<file path="src/rtl/dma_chan_pkg.sv">
package dma_chan_pkg;
  // Run-state flag positions inside the 16-bit status word.
  localparam int BIT_RUN    = 15;
  localparam int BIT_PAUSE  = 14;
  localparam int BIT_WAKE   = 12;
  localparam int BIT_DEAD   = 11;
  localparam int BIT_ACTIVE = 10;

  // Word indices (byte offset / 4) of the register map.
  localparam int WIDX_CTRL   = 0;
  localparam int WIDX_STAT   = 1;
  localparam int WIDX_PTR_HI = 2;
  localparam int WIDX_PTR    = 3;
  localparam int WIDX_SEL0   = 4;  // interrupt, branch, wait follow in order

  localparam int NUM_SEL  = 3;
  localparam int SEL_IRQ  = 0;
  localparam int SEL_BR   = 1;
  localparam int SEL_WAIT = 2;
endpackage

</file>
<file path="src/rtl/dma_chan_status.sv">
module dma_chan_status
  import dma_chan_pkg::*;
#(
  parameter int STAT_W = 16,
  parameter int DEV_W  = 8
) (
  input  logic              clk,
  input  logic              rst,
  input  logic              ctl_we,
  input  logic [STAT_W-1:0] ctl_en,
  input  logic [STAT_W-1:0] ctl_val,
  input  logic [DEV_W-1:0]  hw_mask,
  input  logic [DEV_W-1:0]  hw_val,
  output logic [STAT_W-1:0] stat_o,
  output logic              active_o
);
  localparam logic [STAT_W-1:0] RO_BITS = STAT_W'(1) << BIT_ACTIVE;

  logic [STAT_W-1:0] flags_q, flags_d, hw_merged, en_eff;
  logic              active_q;

  always_comb begin
    hw_merged              = flags_q;
    hw_merged[DEV_W-1:0]   = (flags_q[DEV_W-1:0] & ~hw_mask) | (hw_val & hw_mask);
    en_eff                 = ctl_we ? (ctl_en & ~RO_BITS) : '0;
    flags_d                = (hw_merged & ~en_eff) | (ctl_val & en_eff);
  end

  always_ff @(posedge clk) begin
    if (rst) begin
      flags_q  <= '0;
      active_q <= 1'b0;
    end else begin
      flags_q  <= flags_d;
      active_q <= flags_q[BIT_RUN] & ~flags_q[BIT_PAUSE] & ~flags_q[BIT_DEAD];
    end
  end

  always_comb begin
    stat_o             = flags_q;
    stat_o[BIT_ACTIVE] = active_q;
  end
  assign active_o = active_q;

  assert_run_hold_R2: assert property (@(posedge clk) disable iff (rst)
    !(ctl_we && ctl_en[BIT_RUN]) |=> $stable(flags_q[BIT_RUN]));
  assert_active_drop_R4: assert property (@(posedge clk) disable iff (rst)
    $fell(flags_q[BIT_RUN]) |=> !active_q);
  assert_active_src_R4: assert property (@(posedge clk) disable iff (rst)
    $rose(active_q) |-> $past(flags_q[BIT_RUN]));
  assert_engine_no_runstate_R5: assert property (@(posedge clk) disable iff (rst)
    !ctl_we |=> $stable(flags_q[STAT_W-1:DEV_W]));
  assert_sw_wins_R6: assert property (@(posedge clk) disable iff (rst)
    ctl_we |=> ((flags_q[DEV_W-1:0] & $past(ctl_en[DEV_W-1:0])) ==
                ($past(ctl_val[DEV_W-1:0]) & $past(ctl_en[DEV_W-1:0]))));
endmodule

</file>
<file path="src/rtl/dma_cond_sel.sv">
module dma_cond_sel #(
  parameter int DEV_W = 8
) (
  input  logic             clk,
  input  logic             rst,
  input  logic             wr_en,
  input  logic [DEV_W-1:0] wr_mask,
  input  logic [DEV_W-1:0] wr_value,
  input  logic [DEV_W-1:0] dev_status,
  output logic [DEV_W-1:0] mask_o,
  output logic [DEV_W-1:0] value_o,
  output logic             cond_o
);
  logic [DEV_W-1:0] mask_q, value_q;
  logic             cond_q;

  always_ff @(posedge clk) begin
    if (rst) begin
      mask_q  <= '0;
      value_q <= '0;
      cond_q  <= 1'b0;
    end else begin
      if (wr_en) begin
        mask_q  <= wr_mask;
        value_q <= wr_value;
      end
      cond_q <= ((dev_status & mask_q) == value_q);
    end
  end

  assign mask_o  = mask_q;
  assign value_o = value_q;
  assign cond_o  = cond_q;

  assert_sel_store_R7: assert property (@(posedge clk) disable iff (rst)
    wr_en |=> (mask_q == $past(wr_mask) && value_q == $past(wr_value)));
  assert_cond_open_R8: assert property (@(posedge clk) disable iff (rst)
    (mask_q == '0 && value_q == '0) |=> cond_q);
  assert_cond_unreachable_R8: assert property (@(posedge clk) disable iff (rst)
    ((value_q & ~mask_q) != '0) |=> !cond_q);
endmodule

</file>
<file path="src/rtl/dma_cmd_ptr.sv">
module dma_cmd_ptr #(
  parameter int DATA_W     = 32,
  parameter int ALIGN_BITS = 4
) (
  input  logic              clk,
  input  logic              rst,
  input  logic              lo_we,
  input  logic              hi_we,
  input  logic [DATA_W-1:0] wdata,
  output logic [DATA_W-1:0] ptr_o,
  output logic [DATA_W-1:0] ptr_hi_o
);
  logic [DATA_W-1:0] ptr_q, ptr_hi_q;

  always_ff @(posedge clk) begin
    if (rst) begin
      ptr_q    <= '0;
      ptr_hi_q <= '0;
    end else begin
      if (lo_we) ptr_q    <= {wdata[DATA_W-1:ALIGN_BITS], {ALIGN_BITS{1'b0}}};
      if (hi_we) ptr_hi_q <= wdata;
    end
  end

  assign ptr_o    = ptr_q;
  assign ptr_hi_o = ptr_hi_q;

  assert_ptr_store_R9: assert property (@(posedge clk) disable iff (rst)
    lo_we |=> (ptr_q[DATA_W-1:ALIGN_BITS] == $past(wdata[DATA_W-1:ALIGN_BITS])));
  assert_ptr_hi_store_R10: assert property (@(posedge clk) disable iff (rst)
    hi_we |=> (ptr_hi_q == $past(wdata)));
  assert_ptr_hold_R9: assert property (@(posedge clk) disable iff (rst)
    !(lo_we || hi_we) |=> ($stable(ptr_q) && $stable(ptr_hi_q)));
endmodule

</file>
<file path="src/rtl/dma_chan_bus.sv">
module dma_chan_bus
  import dma_chan_pkg::*;
#(
  parameter int ADDR_W = 8,
  parameter int DATA_W = 32,
  parameter int STAT_W = 16,
  parameter int DEV_W  = 8,
  parameter int NSEL   = 3
) (
  input  logic                       clk,
  input  logic                       rst,
  input  logic                       bus_we,
  input  logic                       bus_re,
  input  logic [ADDR_W-1:0]          bus_addr,
  input  logic [STAT_W-1:0]          stat,
  input  logic [NSEL-1:0][DEV_W-1:0] sel_mask,
  input  logic [NSEL-1:0][DEV_W-1:0] sel_value,
  input  logic [DATA_W-1:0]          ptr,
  input  logic [DATA_W-1:0]          ptr_hi,
  output logic                       ctl_we,
  output logic [NSEL-1:0]            sel_we,
  output logic                       ptr_we,
  output logic                       ptr_hi_we,
  output logic [DATA_W-1:0]          rdata,
  output logic                       rvalid
);
  localparam int WIDX_W = ADDR_W - 2;
  localparam int HALF   = DATA_W / 2;

  logic [WIDX_W-1:0] widx;
  logic [DATA_W-1:0] rd_mux, rdata_q;
  logic              rvalid_q, mapped;

  assign widx      = bus_addr[ADDR_W-1:2];
  assign ctl_we    = bus_we && (widx == WIDX_W'(WIDX_CTRL));
  assign ptr_we    = bus_we && (widx == WIDX_W'(WIDX_PTR));
  assign ptr_hi_we = bus_we && (widx == WIDX_W'(WIDX_PTR_HI));

  for (genvar g = 0; g < NSEL; g++) begin : g_sel_dec
    assign sel_we[g] = bus_we && (widx == WIDX_W'(WIDX_SEL0 + g));
  end

  always_comb begin
    rd_mux = '0;
    mapped = 1'b1;
    case (widx)
      WIDX_W'(WIDX_CTRL):   rd_mux = '0;
      WIDX_W'(WIDX_STAT):   rd_mux = DATA_W'(stat);
      WIDX_W'(WIDX_PTR_HI): rd_mux = ptr_hi;
      WIDX_W'(WIDX_PTR):    rd_mux = ptr;
      default:              mapped = 1'b0;
    endcase
    for (int i = 0; i < NSEL; i++) begin
      if (widx == WIDX_W'(WIDX_SEL0 + i)) begin
        rd_mux = '0;
        rd_mux[HALF +: DEV_W] = sel_mask[i];
        rd_mux[0 +: DEV_W]    = sel_value[i];
        mapped = 1'b1;
      end
    end
  end

  always_ff @(posedge clk) begin
    if (rst) begin
      rdata_q  <= '0;
      rvalid_q <= 1'b0;
    end else begin
      rvalid_q <= bus_re;
      if (bus_re) rdata_q <= rd_mux;
    end
  end

  assign rdata  = rdata_q;
  assign rvalid = rvalid_q;

  assert_rvalid_R11: assert property (@(posedge clk) disable iff (rst)
    bus_re |=> rvalid_q);
  assert_no_spurious_R11: assert property (@(posedge clk) disable iff (rst)
    !bus_re |=> !rvalid_q);
  assert_unmapped_zero_R11: assert property (@(posedge clk) disable iff (rst)
    (bus_re && !mapped) |=> (rdata_q == '0));
  assert_single_strobe_R11: assert property (@(posedge clk) disable iff (rst)
    $onehot0({ctl_we, sel_we, ptr_we, ptr_hi_we}));
endmodule

</file>
<file path="src/rtl/dma_chan_regs.sv">
module dma_chan_regs
  import dma_chan_pkg::*;
#(
  parameter int ADDR_W     = 8,
  parameter int DATA_W     = 32,
  parameter int DEV_W      = 8,
  parameter int ALIGN_BITS = 4
) (
  input  logic              clk,
  input  logic              rst,
  input  logic              bus_we,
  input  logic              bus_re,
  input  logic [ADDR_W-1:0] bus_addr,
  input  logic [DATA_W-1:0] bus_wdata,
  output logic [DATA_W-1:0] bus_rdata,
  output logic              bus_rvalid,
  input  logic [DEV_W-1:0]  hw_dev_mask,
  input  logic [DEV_W-1:0]  hw_dev_val,
  output logic [DEV_W-1:0]  dev_status,
  output logic              run_o,
  output logic              pause_o,
  output logic              wake_o,
  output logic              dead_o,
  output logic              active_o,
  output logic              irq_cond,
  output logic              branch_cond,
  output logic              wait_cond,
  output logic [DATA_W-1:0] cmd_ptr,
  output logic [DATA_W-1:0] cmd_ptr_hi
);
  localparam int STAT_W = DATA_W / 2;

  logic [STAT_W-1:0]                stat;
  logic                             ctl_we, ptr_we, ptr_hi_we;
  logic [NUM_SEL-1:0]               sel_we, cond;
  logic [NUM_SEL-1:0][DEV_W-1:0]    sel_mask, sel_value;

  dma_chan_bus #(
    .ADDR_W(ADDR_W), .DATA_W(DATA_W), .STAT_W(STAT_W), .DEV_W(DEV_W), .NSEL(NUM_SEL)
  ) u_bus (
    .clk(clk), .rst(rst), .bus_we(bus_we), .bus_re(bus_re), .bus_addr(bus_addr),
    .stat(stat), .sel_mask(sel_mask), .sel_value(sel_value),
    .ptr(cmd_ptr), .ptr_hi(cmd_ptr_hi),
    .ctl_we(ctl_we), .sel_we(sel_we), .ptr_we(ptr_we), .ptr_hi_we(ptr_hi_we),
    .rdata(bus_rdata), .rvalid(bus_rvalid)
  );

  dma_chan_status #(.STAT_W(STAT_W), .DEV_W(DEV_W)) u_status (
    .clk(clk), .rst(rst), .ctl_we(ctl_we),
    .ctl_en(bus_wdata[DATA_W-1:STAT_W]), .ctl_val(bus_wdata[STAT_W-1:0]),
    .hw_mask(hw_dev_mask), .hw_val(hw_dev_val),
    .stat_o(stat), .active_o(active_o)
  );

  for (genvar g = 0; g < NUM_SEL; g++) begin : g_sel
    dma_cond_sel #(.DEV_W(DEV_W)) u_sel (
      .clk(clk), .rst(rst), .wr_en(sel_we[g]),
      .wr_mask(bus_wdata[STAT_W +: DEV_W]), .wr_value(bus_wdata[0 +: DEV_W]),
      .dev_status(stat[DEV_W-1:0]),
      .mask_o(sel_mask[g]), .value_o(sel_value[g]), .cond_o(cond[g])
    );
  end

  dma_cmd_ptr #(.DATA_W(DATA_W), .ALIGN_BITS(ALIGN_BITS)) u_ptr (
    .clk(clk), .rst(rst), .lo_we(ptr_we), .hi_we(ptr_hi_we), .wdata(bus_wdata),
    .ptr_o(cmd_ptr), .ptr_hi_o(cmd_ptr_hi)
  );

  assign dev_status  = stat[DEV_W-1:0];
  assign run_o       = stat[BIT_RUN];
  assign pause_o     = stat[BIT_PAUSE];
  assign wake_o      = stat[BIT_WAKE];
  assign dead_o      = stat[BIT_DEAD];
  assign irq_cond    = cond[SEL_IRQ];
  assign branch_cond = cond[SEL_BR];
  assign wait_cond   = cond[SEL_WAIT];

  assert_active_needs_run_R4: assert property (@(posedge clk) disable iff (rst)
    (dead_o || pause_o) |=> !active_o);
endmodule

</file>
<file path="config.mk">
export PLATFORM = sky130hd
export DESIGN_NAME = dma_chan_regs
export DESIGN_NICKNAME = d
export VERILOG_FILES = /design/src/rtl/dma_chan_pkg.sv /design/src/rtl/dma_chan_status.sv /design/src/rtl/dma_cond_sel.sv /design/src/rtl/dma_cmd_ptr.sv /design/src/rtl/dma_chan_bus.sv /design/src/rtl/dma_chan_regs.sv
export SDC_FILE = /design/constraint.sdc
export NUM_CORES = 1
export LEC_CHECK = 0
export BUFFER_PORTS_ARGS = -buffer_cell sky130_fd_sc_hd__buf_2
export CAP_MARGIN = 20
export CORE_UTILIZATION = 50
export DETAILED_ROUTE_END_ITERATION = 7
export PLACE_DENSITY = 0.87
export SLEW_MARGIN = 20
export SYNTH_ARGS = -nofsm -noshare
export SYNTH_HDL_FRONTEND = slang
export SYNTH_SLANG_ARGS = --single-unit
</file>
<file path="constraint.sdc">
create_clock -name clk -period 1.92 [get_ports clk]
set_input_delay 0.192 -clock clk [delete_from_list [all_inputs] [get_ports clk]]
set_output_delay 0.192 -clock clk [all_outputs]
set_load 0.03 [all_outputs]
</file>
==> results.yml <==
sta:
  final_min_period_over_clock_period: 0.7180
  slew-limit-headroom: 0.6110
  finalHoldViolCount: 0
  timing.final.setup_violations: 0
  timing.fmax_mhz: 725.4
  setup_total_negative_slack_ns: 0
  worst_max_slew_pin_slew_ns: 0.5814
  clock-skew-final_ns: 0.004195
  hold_slack_ns: 0.01737
  grt_setup_unrepaired: "no"
  timing.final.max_slew_violations: 0
  period_needed_ns: 1.378
  post-route-worst-setup-slack_ns: 0.5415
synthesis:
  synth.top_cell.area_share: 0.4557
  synth_flop_cell: "sky130_fd_sc_hd__dfxtp_1"
  syn-instance-count: 828
  synth_async_sr_flop_share: 0
  synth_area_leader_cell: "sky130_fd_sc_hd__dfxtp_1"
  synth_area_leaders: "sky130_fd_sc_hd__dfxtp_1 46%, sky130_fd_sc_hd__nand2_1 11%, sky130_fd_sc_hd__mux2i_1 7.7%"
  synth-warning-count: 0
  synth_sequential_area_ratio: 0.4557
  syn_area_per_cell_um2: 8.489
  synth_enable_flop_cells: 0
  synth-seq-cells: 160
  number_of_distinct_library_cells_after_synthesis: 42
  netlist_area_pre_place_um2: 7029
route:
  num_vias: 7024
  drc: 0
  detail_route.vias_per_cell: 6.003
  wl_um: 22330
  drt-wirelength-per-cell_um: 19.09
  detail-route-antenna-nets: 0
  dr.pass1.iters: 5
  drtIter0Drc: 821
grt:
  initial_antenna_violation_count: 1
  grt_start_max_net_pins: 98
  grt.total_usage: 0.3089
  grt_first_pass_wirelength_um: 34360
  grt_pass1_vias: 6383
  grt_overflow: 0
pwr:
  power_mw: 7.323
  p_per_area_nw_per_um2: 845.8
  worst_ir_drop_vdd_v: 0.0005814
  power.static_leakage_nw: 3.633
final_layout:
  fin_util: 0.6435
  register_cell_area_after_layout_um2: 3203
  layout.cells.non_filler: 1170
  nets: 1040
  layout.cells.most_common: "sky130_fd_sc_hd__nand2_1"
  multi_input_comb_area_um2: 3483
  fillerInstances: 1101
  drive_above_1_share: 0.2598
  areaGrowthSynthToFinish_pct: 23.16
  total_non_filler_cell_area_in_the_finished_layout_um2: 8657
  mostFrequentLayoutCells: "205 x sky130_fd_sc_hd__nand2_1, 165 x sky130_fd_sc_hd__buf_2, 160 x sky130_fd_sc_hd__dfxtp_1, 79 x sky130_fd_sc_hd__a21oi_1, 66 x sky130_fd_sc_hd__nor2_1"
floorplan:
  fp.dieH_um: 120.6
  floorplan.die.width_um: 120.6
  floorplan.initialDensity: 0.5225
  core_region_area_um2: 13450
  fp.dieArea_um2: 14540
  core.rowCount: 42
  floorplan.io_pins: 173
clock_tree:
  cts-resized-gates: 0
  clockBufferDepth: 2
  postCtsHoldBufs: 0
  clock-sinks: 160
  total_number_of_h_tree_levels: 4
  root_buffer: "sky130_fd_sc_hd__clkbuf_16"
  clkSlewWorstSetupHoldPaths_ns: 0.06
  worst_skew_pair.late_latency_ns: 0.43
  tritoncts: "done"
  post-cts-setup-buffers: 0
  numCtsBuffers: 17
status:
  run_status: "completed"
setup_path:
  timing.critical_path.cells: "buf_2"
  worst_path_dominant_cell_family: "flip-flops"
  worst_path_largest_cell_delay_ns: 0.50
  path_max_fanout: 6
  reg2reg_setup_slack_ns: 0.63
  critPathBufInv: 1
  cp.arrival_ns: 1.19
  critPathSlowestCell: "sky130_fd_sc_hd__dfxtp_1"
  worst_ep_required_time_ns: 1.73
  criticalPathCategory: "register to output port"
  cp-end-kind: "output port"
  worst_setup_sp_type: "register"
placement:
  final_weighted_congestion_in_routability_driven_placement: 0.9069
  placement.setup.worst_slack_ns: 0.1764
  detailed_place_hpwl_um: 15220
  io_buffer_count: 166
  post_dp_cell_area_um2: 8069
  numPlacedInstances: 1137
job:
  cap_viol_max_count: 0
worst_hold_path:
  hold_path.class: "primary input to register"
-- where the power goes --
part / internal (mW) / switching [mW] / total [mW]
combinational: 0.162 / 0.354 / 0.516
clock: 2.11 / 1.30 / 3.41
sequential: 3.36 / 0.0365 / 3.39
-- final cells by class --
type	instances	area share
clock inverter	5	0.01185
inverter	1	0.0004336
timing repair buffer	201	0.1338
sequential	160	0.3700
clock buffer	27	0.05579
multi-input combinational	599	0.4024
tap	176	0.02544
antenna	1	0.0002891
-- sequential cells by signal (all words and copies together), names as in the netlist, named ones only --
| register | cells |
|---|---|
| u_bus.rdata | 32 |
| u_ptr.ptr_hi_o | 32 |
| u_ptr.ptr_o | 28 |
| g_sel.u_sel.mask_o | 24 |
| g_sel.u_sel.value_o | 24 |
| g_sel.u_sel.cond_o | 3 |
| u_bus.rvalid | 1 |
| u_status.active_o | 1 |
-- cell usage after synthesis (9+ instances only) --
master	number
sky130_fd_sc_hd__a21oi_1	79
sky130_fd_sc_hd__a22o_1	11
sky130_fd_sc_hd__a22oi_1	32
sky130_fd_sc_hd__a311oi_1	9
sky130_fd_sc_hd__buf_2	20
sky130_fd_sc_hd__buf_4	15
sky130_fd_sc_hd__clkbuf_1	31
sky130_fd_sc_hd__dfxtp_1	160
sky130_fd_sc_hd__mux2_2	17
sky130_fd_sc_hd__mux2i_1	54
sky130_fd_sc_hd__nand2_1	205
sky130_fd_sc_hd__nand4_1	24
sky130_fd_sc_hd__nor2_1	66
sky130_fd_sc_hd__nor2b_1	9
sky130_fd_sc_hd__o21ai_0	13
sky130_fd_sc_hd__xor2_1	24
-- routing by layer --
metal | global-route usage | share of wire | vias to the layer above
li1 | - | - | 3162
met1 | 0.3923 | 0.38 | 3278
met2 | 0.4892 | 0.46 | 487
met3 | 0.08113 | 0.11 | 97
met4 | 0.1435 | 0.044 | 0
met5 | 0 | 0 | -
-- final timing paths --
kind | depth (start not counted) | start | endpoint
worst min-delay path | 3 | bus_wdata[10] | u_ptr.ptr_hi_o[10]
worst max-delay path | 1 | register | dev_status[6]
worst min register to register | 2 | u_bus.rdata[12] | u_bus.rdata[12]
worst max register to register | 4 | register | g_sel[2].u_sel.cond_o
-- logic make-up (layout without fill, tap and decap cells) --
logic type	count (synthesis)	count (layout)	share of synthesized area
compound gates	174	174	0.1595
xor+xnor	24	24	0.02990
buf+inv	72	234	0.05109
flops	160	160	0.4557
mux	71	71	0.1041
other cells	1	5	0.0005335
simple gates	326	326	0.1992
(Power assumes the default switching activity.)
